$ cat config.mk
export PLATFORM = sky130hd
export DESIGN_NAME = rbx_regbus
export DESIGN_NICKNAME = d
export VERILOG_FILES = /design/src/rtl/rbx_pkg.sv /design/src/rtl/rbx_src_decoder.sv /design/src/rtl/rbx_bus_mux.sv /design/src/rtl/rbx_next_regs.sv /design/src/rtl/rbx_regbus.sv
export SDC_FILE = /design/constraint.sdc
export NUM_CORES = 1
export LEC_CHECK = 0
export ABC_AREA = 1
export ABC_CLOCK_PERIOD_IN_PS = 3080
export BUFFER_PORTS_ARGS = -buffer_cell sky130_fd_sc_hd__buf_4
export CORE_MARGIN = 5
export CORE_UTILIZATION = 33
export DETAILED_ROUTE_END_ITERATION = 8
export SETUP_SLACK_MARGIN = 0.15
export SLEW_MARGIN = 5
export SYNTH_ARGS = -nofsm -noshare
export SYNTH_HDL_FRONTEND = slang
export SYNTH_HIERARCHICAL = 1
export SYNTH_SLANG_ARGS = --single-unit
$ cat constraint.sdc
create_clock -name clk -period 3.08 [get_ports clk]
set_input_delay 0.308 -clock clk [delete_from_list [all_inputs] [get_ports clk]]
set_output_delay 0.308 -clock clk [all_outputs]
set_load 0.005 [all_outputs]
$ cat src/rtl/rbx_pkg.sv
package rbx_pkg;
    localparam int NREG  = 4;
    localparam int SEL_W = $clog2(NREG);

    typedef logic [SEL_W-1:0] reg_idx_t;
endpackage

$ cat src/rtl/rbx_src_decoder.sv
module rbx_src_decoder
    import rbx_pkg::*;
(
    input  reg_idx_t        sel,
    input  logic            en,
    output logic [NREG-1:0] grant
);
    // One grant line per register; all low when the decoder is disabled.
    for (genvar i = 0; i < NREG; i++) begin : g_dec
        assign grant[i] = en && (sel == SEL_W'(i));
    end
endmodule

$ cat src/rtl/rbx_bus_mux.sv
module rbx_bus_mux
    import rbx_pkg::*;
#(
    parameter int DATA_W = 8
) (
    input  logic [NREG-1:0][DATA_W-1:0] regs,
    input  logic [NREG-1:0]             grant,
    output logic [DATA_W-1:0]           bus
);
    // Each bus line ANDs the same-weight bit of every register with its grant
    // and ORs the results, standing in for gated drivers on a shared wire.
    for (genvar b = 0; b < DATA_W; b++) begin : g_line
        logic [NREG-1:0] column;
        for (genvar i = 0; i < NREG; i++) begin : g_tap
            assign column[i] = regs[i][b] & grant[i];
        end
        assign bus[b] = |column;
    end
endmodule

$ cat src/rtl/rbx_next_regs.sv
module rbx_next_regs
    import rbx_pkg::*;
#(
    parameter int DATA_W = 8
) (
    input  logic [NREG-1:0][DATA_W-1:0] regs_q,
    input  logic [DATA_W-1:0]           bus,
    input  logic [NREG-1:0]             ld_en,
    input  logic [NREG-1:0]             par_ld,
    input  logic [NREG-1:0][DATA_W-1:0] par_data,
    input  logic                        xchg_en,
    input  reg_idx_t                    xchg_a,
    input  reg_idx_t                    xchg_b,
    output logic [NREG-1:0][DATA_W-1:0] regs_d
);
    logic swap_live;
    assign swap_live = xchg_en && (xchg_a != xchg_b);

    // Per register: swap, then external load, then bus load, else hold.
    for (genvar i = 0; i < NREG; i++) begin : g_reg
        logic in_a, in_b;
        assign in_a = swap_live && (xchg_a == SEL_W'(i));
        assign in_b = swap_live && (xchg_b == SEL_W'(i));

        always_comb begin
            if (in_a) begin
                regs_d[i] = regs_q[xchg_b];
            end else if (in_b) begin
                regs_d[i] = regs_q[xchg_a];
            end else if (par_ld[i]) begin
                regs_d[i] = par_data[i];
            end else if (ld_en[i]) begin
                regs_d[i] = bus;
            end else begin
                regs_d[i] = regs_q[i];
            end
        end
    end
endmodule

$ cat src/rtl/rbx_regbus.sv
module rbx_regbus
    import rbx_pkg::*;
#(
    parameter int DATA_W = 8
) (
    input  logic                   clk,
    input  logic                   rst,
    input  logic [SEL_W-1:0]       src_sel,
    input  logic                   bus_en,
    input  logic [NREG-1:0]        ld_en,
    input  logic [NREG-1:0]        par_ld,
    input  logic [NREG*DATA_W-1:0] par_data,
    input  logic                   xchg_en,
    input  logic [SEL_W-1:0]       xchg_a,
    input  logic [SEL_W-1:0]       xchg_b,
    output logic [DATA_W-1:0]      bus_out,
    output logic [NREG*DATA_W-1:0] reg_out
);
    typedef struct packed {
        logic [NREG-1:0][DATA_W-1:0] regs;
    } state_t;

    state_t                      s_q, s_d;
    logic [NREG-1:0]             drv;
    logic [DATA_W-1:0]           bus;
    logic [NREG-1:0][DATA_W-1:0] par_vec;
    logic [NREG-1:0][DATA_W-1:0] nxt;

    assign par_vec = par_data;

    rbx_src_decoder u_dec (
        .sel   (src_sel),
        .en    (bus_en),
        .grant (drv)
    );

    rbx_bus_mux #(.DATA_W(DATA_W)) u_mux (
        .regs  (s_q.regs),
        .grant (drv),
        .bus   (bus)
    );

    rbx_next_regs #(.DATA_W(DATA_W)) u_next (
        .regs_q   (s_q.regs),
        .bus      (bus),
        .ld_en    (ld_en),
        .par_ld   (par_ld),
        .par_data (par_vec),
        .xchg_en  (xchg_en),
        .xchg_a   (xchg_a),
        .xchg_b   (xchg_b),
        .regs_d   (nxt)
    );

    always_comb begin
        s_d.regs = nxt;
        if (rst) begin
            s_d = '0;
        end
    end

    always_ff @(posedge clk) begin
        s_q <= s_d;
    end

    assign bus_out = bus;
    assign reg_out = s_q.regs;
endmodule

==> results of run 1 <==
worst max path at each step:
| stage | from | to | slack [ns] | cells after the start |
|---|---|---|---|---|
| after floorplan | src_sel[0] | reg_out[10] | 1.62 | 16 |
| after global placement | src_sel[0] | reg_out[25] | 0.84 | 16 |
| after detailed placement | src_sel[0] | reg_out[1] | 0.84 | 16 |
| after CTS | src_sel[0] | bus_out[1] | 1.03 | 9 |
| after global routing | src_sel[0] | reg_out[1] | 0.89 | 16 |
| final | src_sel[0] | bus_out[1] | 1.03 | 9 |
synthesized netlist by cell type, drive strengths merged:
library cell | number | area [um^2]
nor2 | 49 | 201
nand4 | 2 | 25.0
dfxtp | 32 | 641
o21ai | 62 | 310
nand2 | 264 | 1020
nand3 | 91 | 455
clkbuf | 11 | 43.8
mux2i | 2 | 20.0
buf | 16 | 130
o2111ai | 2 | 17.5
a21oi | 1 | 16.3
inv | 123 | 462
a22oi | 12 | 90.1
layout by cell type, fill, tap and decap left out:
| master | n |
|---|---|
| a21oi_4 | 1 |
| dfxtp_1 | 32 |
| nand4_2 | 2 |
| nor2_1 | 44 |
| inv_1 | 115 |
| mux2i_1 | 2 |
| nand2_4 | 3 |
| clkbuf_8 | 5 |
| o21ai_0 | 62 |
| nand2_2 | 2 |
| nor2_4 | 1 |
| a22oi_1 | 12 |
| inv_2 | 8 |
| nand2_1 | 259 |
| nand3_1 | 91 |
| nor2_2 | 4 |
| o2111ai_1 | 2 |
| buf_4 | 94 |
worst max-delay path, stage by stage:
cell,delay [ns]
buf_4,0.11
inv_1,0.04
nand2_1,0.05
nor2_1,0.46
nand2_1,0.10
nand2_1,0.10
inv_1,0.04
nand2_1,0.32
buf_4,0.19
layout make-up:
cell class | instances | area [um^2] | area share (%)
multi-input combinational | 485 | 2150 | 51.3
inverter | 123 | 462 | 11.0
sequential | 32 | 641 | 15.2
timing repair buffer | 94 | 706 | 16.8
clock buffer | 5 | 68.8 | 1.64
tap | 136 | 170 | 4.05
metal layers:
| layer | track usage [%] | share of wire, % | vias up |
|---|---|---|---|
| met5 | 0 | 0 | - |
| met3 | 3.53 | 7.8 | 31 |
| met2 | 40.6 | 46 | 232 |
| li1 | - | - | 2201 |
| met1 | 34.5 | 43 | 2030 |
| met4 | 6.49 | 2.6 | 0 |
logic make-up after synthesis:
group	after synthesis
simple gates	406
flops	32
buf+inv	150
compound gates	77
mux	2
power groups by stage:
stage                     Clock (mW)  Combinational (mW)  Sequential (mW)
after global placement             0               0.565            0.540
after detailed placement           0               0.565            0.538
after global routing           0.336               0.635            0.534
after floorplan                    0               0.320            0.505
after CTS                      0.318               0.567            0.528
final                          0.307               0.574            0.530
==> key figures, run 1 <==
Outcome
  • Outcome: finished, final reports clean

Critical path
  • R2R cell count: 12
  • Crit path launch type: input pin
  • CP endpoint kind: output port
  • CP required: 2.77 ns
  • R2R Setup Slk: 1.28 ns
  • R2r endpoint: reg_out[9]
  • RR Startpoint: reg_out[1]
  • CP Class: input pin to output port
  • CP Max Fanout: 8
  • WP data arrival: 1.74 ns

Route
  • Drt initial violations: 391
  • Drt drc: 0
  • Routed WL: 16.0 mm
  • Drt wl/cell: 18.3 um
  • First-pass DRT Iterations: 5
  • Via Count: 4494
  • Avg Vias per Cell: 5.14
  • DRT antenna net count: 0

Finish
  • Post-Layout Cell Count: 875
  • Nets: 791
  • ANT cells: 0
  • Layout cell share with drive strength beyond 1: 16.2%
  • Final Util: 41.1%
  • Area growth, synth to finish: 22.5%
  • Max reg flops: 32
  • Layout fillers: 1190
  • Post-route cell area: 0.00420 mm^2

STA
  • Final Max Slew Viols: 0
  • Setup TNS: 0 ns
  • Worst clock skew: 0.00741 ns
  • Post-layout minimum cycle time: 2.05 ns
  • Worst relative slew slack: 45.5%
  • Fin Hold WS: 0.441 ns
  • RSZ-0062 raised after global routing: no
  • Worst slew pin tran: 0.814 ns
  • Peak Freq: 0.489 GHz
  • Final setup margin: 1.03 ns
  • Final period util: 66.4%
  • Hold Fails Final Rpt: 0
  • Final setup violation count: 0

GRT
  • Gr usage total: 24.9%
  • First-pass GRT wire length: 24.0 mm
  • Final global-route overflow total: 0
  • Vias in the first global route: 4044
  • Largest net degree at the start of global routing: 33
  • Initial antenna violation count: 0

Synth
  • #FFs+latches synth: 32
  • Adder-cell share of the synthesized area: 0%
  • Synth Area in Compound Gates: 12.7%
  • Synthesized area per cell: 5.14 um^2
  • Synth cell types: 21
  • Post-synthesis mux area share: 0.584%
  • Simple-Gate Fraction of Synth Area: 49.6%
  • Synth Instances: 667
  • Synth Area in XOR/XNOR: 0%
  • Yosys warns: 6
  • Mapped Nets: 717
  • Synth Cell Area: 0.00343 mm^2
  • Largest family of logic cells by synthesized area: simple AND/OR/NAND/NOR gates
  • Seq/Total Area, Yosys: 18.7%

Floorplan
  • Die height: 112 um
  • Top Ports: 90
  • Row Count: 37
  • Core area: 0.0102 mm^2
  • Die area: 0.0125 mm^2
  • Initial Utilization: 33.5%
  • Die X: 112 um

Place
  • Dpl ws: 0.839 ns
  • DP HPWL: 11.5 mm
  • Placed cell count: 870
  • # port buffers: 89
  • Post-DP Area: 0.00413 mm^2
  • Routability-driven placement congestion ratio: 0.933

Pwr
  • Clock power share: 21.7%
  • Peak supply drop: 149 uV
  • Leak Pwr: 2.37 nW
  • Combinational Power Share: 40.7%
  • Power per cell area: 336 mW/mm^2
  • Int Pwr: 0.816 mW
  • Sw Ratio: 42.2%
  • Sw power: 0.595 mW
  • Total Power: 1.41 mW
  • Sequential share of power: 37.6%

Clock tree
  • Setup Buffers After CTS: 0
  • Clk Latency, worst-skew pair: 0.28 ns
  • CTS Hold Bufs: 0
  • Total CTS buffers: 5
  • Sink Count: 32
  • CTS Buffer Depth: 2
  • CTS tree: yes
  • CTS clk-pin slew, worst paths: 0.07 ns
  • Number of gates resized after cts: 0
  • Root Buffer Master: clkbuf_8
  • CTS H-tree depth: 2

Worst hold path
  • Hold_sp: rst
  • Min-Delay Path Depth: 2
  • Worst Hold End: reg_out[7]
  • Hold WC Path Type: input pin to register

Run
  • Max-cap viol count: 0
No activity file was read; power rests on OpenSTA's default activity.
==> run 2, diff against run 1 <==
Settings changed: ABC_CLOCK_PERIOD_IN_PS 3080 to 2000.
Clock period 3.08 ns to 2 ns, I/O delays scaled along.
==> run 2 against run 1 <==
Design area grew 7.2%. Clock skew shrank 0.0017 ns. First-iteration DRC count shrank 7.7%. Critical path type is now register to output port. Combinational power grew 76%. Setup slack lost 0.73 ns. Power grew 69%. Die area is the same. Final cell count grew 4.0%. Clock-buffer cell count grew 1. Clock power grew 87%. Non-clock buffer count grew 32.
==> key figures, run 2 (synthesis results as in run 1) <==
Pwr
  • Total Power: 2.38 mW
  • Peak supply drop: 247 uV
  • Power per cell area: 529 mW/mm^2
  • Leak Pwr: 2.55 nW

Finish
  • ANT cells: 0
  • Max reg flops: 32
  • Area growth, synth to finish: 31.3%
  • Nets: 823
  • Layout cell share with drive strength beyond 1: 20.7%
  • Final Util: 44.0%
  • Most common cell after layout, fill and taps aside: nand2_1
  • Commonest non-fill, non-tap cells in the layout: nand2_1 (257), buf_4 (124), inv_1 (115)

Run
  • Max-cap viol count: 0

GRT
  • Initial antenna violation count: 0
  • Vias in the first global route: 4161
  • Largest net degree at the start of global routing: 33
  • First-pass GRT wire length: 25.0 mm
  • Final global-route overflow total: 0
  • Gr usage total: 26.0%

STA
  • Final setup violation count: 0
  • Worst slew pin tran: 0.769 ns
  • Final Max Slew Viols: 0
  • Worst relative slew slack: 48.7%
  • RSZ-0062 raised after global routing: no
  • Post-layout minimum cycle time: 1.70 ns
  • Peak Freq: 0.590 GHz
  • Hold Fails Final Rpt: 0
  • Worst clock skew: 0.00575 ns
  • Final period util: 84.8%

Floorplan
  • Die height: 112 um
  • Die X: 112 um
  • Initial Utilization: 33.5%
  • Top Ports: 90
  • Row Count: 37
  • Die area: 0.0125 mm^2
  • Core area: 0.0102 mm^2

Critical path
  • R2r endpoint: reg_out[9]
  • CP Class: register to output port
  • CP Max Fanout: 5
  • RR Startpoint: reg_out[17]
  • R2R cell count: 12
  • CP required: 1.80 ns
  • CP endpoint kind: output port
  • Crit path launch type: register
  • R2R Setup Slk: 0.32 ns
  • CP endpoint: bus_out[1]
  • Crit path from: reg_out[17]
  • WP data arrival: 1.50 ns

Worst hold path
  • Hold WC Path Type: input pin to register
  • Min-Delay Path Depth: 2

Route
  • Routed WL: 16.7 mm
  • Via Count: 4620
  • Drt drc: 0
  • First-pass DRT Iterations: 5
  • Drt initial violations: 361
  • Drt wl/cell: 18.4 um
  • DRT antenna net count: 0
  • Avg Vias per Cell: 5.08

Place
  • Routability-driven placement congestion ratio: 0.980
  • DP HPWL: 12.5 mm
  • # port buffers: 89

Outcome
  • Outcome: finished, final reports clean

Clock tree
  • CTS H-tree depth: 2
  • CTS tree: yes
  • Number of gates resized after cts: 0
  • Sink Count: 32
  • Clk Latency, worst-skew pair: 0.30 ns
  • CTS clk-pin slew, worst paths: 0.08 ns
  • CTS Buffer Depth: 2
  • CTS Hold Bufs: 0
  • Total CTS buffers: 5
  • Root Buffer Master: clkbuf_8
  • Setup Buffers After CTS: 0
[run 2: cell count changes in the layout (fill, tap and decap cells not counted), sizes merged]
cell | before | now
buf | 94 | 126
clkbuf | 5 | 6
clkinv | 0 | 2
[run 2: worst min path at each step]
stage	from	endpoint	slack [ns]
CTS	rst	reg_out[0]	0.32
detailed placement	rst	reg_out[2]	0.63
finish	rst	reg_out[1]	0.31
global placement	rst	reg_out[13]	0.63
global route	rst	reg_out[6]	0.32
floorplan	rst	reg_out[5]	0.27
[run 2: per-layer routing]
| layer | track usage, % | share of wire (%) | up-vias |
|---|---|---|---|
| met5 | 0 | 0 | - |
| met4 | 9.29 | 3.6 | 0 |
| met3 | 3.86 | 6.8 | 40 |
| met2 | 42.0 | 46 | 201 |
| met1 | 35.2 | 43 | 2113 |
| li1 | - | - | 2266 |
[run 2: final cells by class]
| type | instances | area [um^2] |
|---|---|---|
| timing repair buffer | 126 | 971 |
| sequential | 32 | 641 |
| multi-input combinational | 485 | 2170 |
| clock buffer | 6 | 82.6 |
| tap | 136 | 170 |
| clock inverter | 2 | 10.0 |
| inverter | 123 | 462 |
| fill | 1157 | 5730 |
[run 2: per-stage QoR]
stage	TNS [ns]	worst slack (ns)	area [um^2]	instances	hold WS, ns
2_1_floorplan	0	0.650	3430	667	0.271
3_3_place_gp	-0.657	-0.0855	4400	902	0.626
3_5_place_dp	-0.623	-0.0965	4400	902	0.631
4_1_cts	0	0.173	4490	910	0.318
5_1_grt	0	0.180	4500	910	0.320
6_report	0	0.304	4500	910	0.313
[run 2: where the power goes]
group | total [mW] | internal [mW] | switching [mW] | leakage [nW]
Clock | 0.573 | 0.276 | 0.297 | 0.0510
Combinational | 1.01 | 0.415 | 0.595 | 2.23
Sequential | 0.799 | 0.697 | 0.102 | 0.266
Total | 2.38 | 1.39 | 0.995 | 2.55
[run 2: worst max-delay path, cell delays in order (launching register included)]
cell,delay (ns)
dfxtp_1,0.47
nand2_1,0.08
nand2_1,0.08
inv_1,0.04
nand2_1,0.34
buf_4,0.19
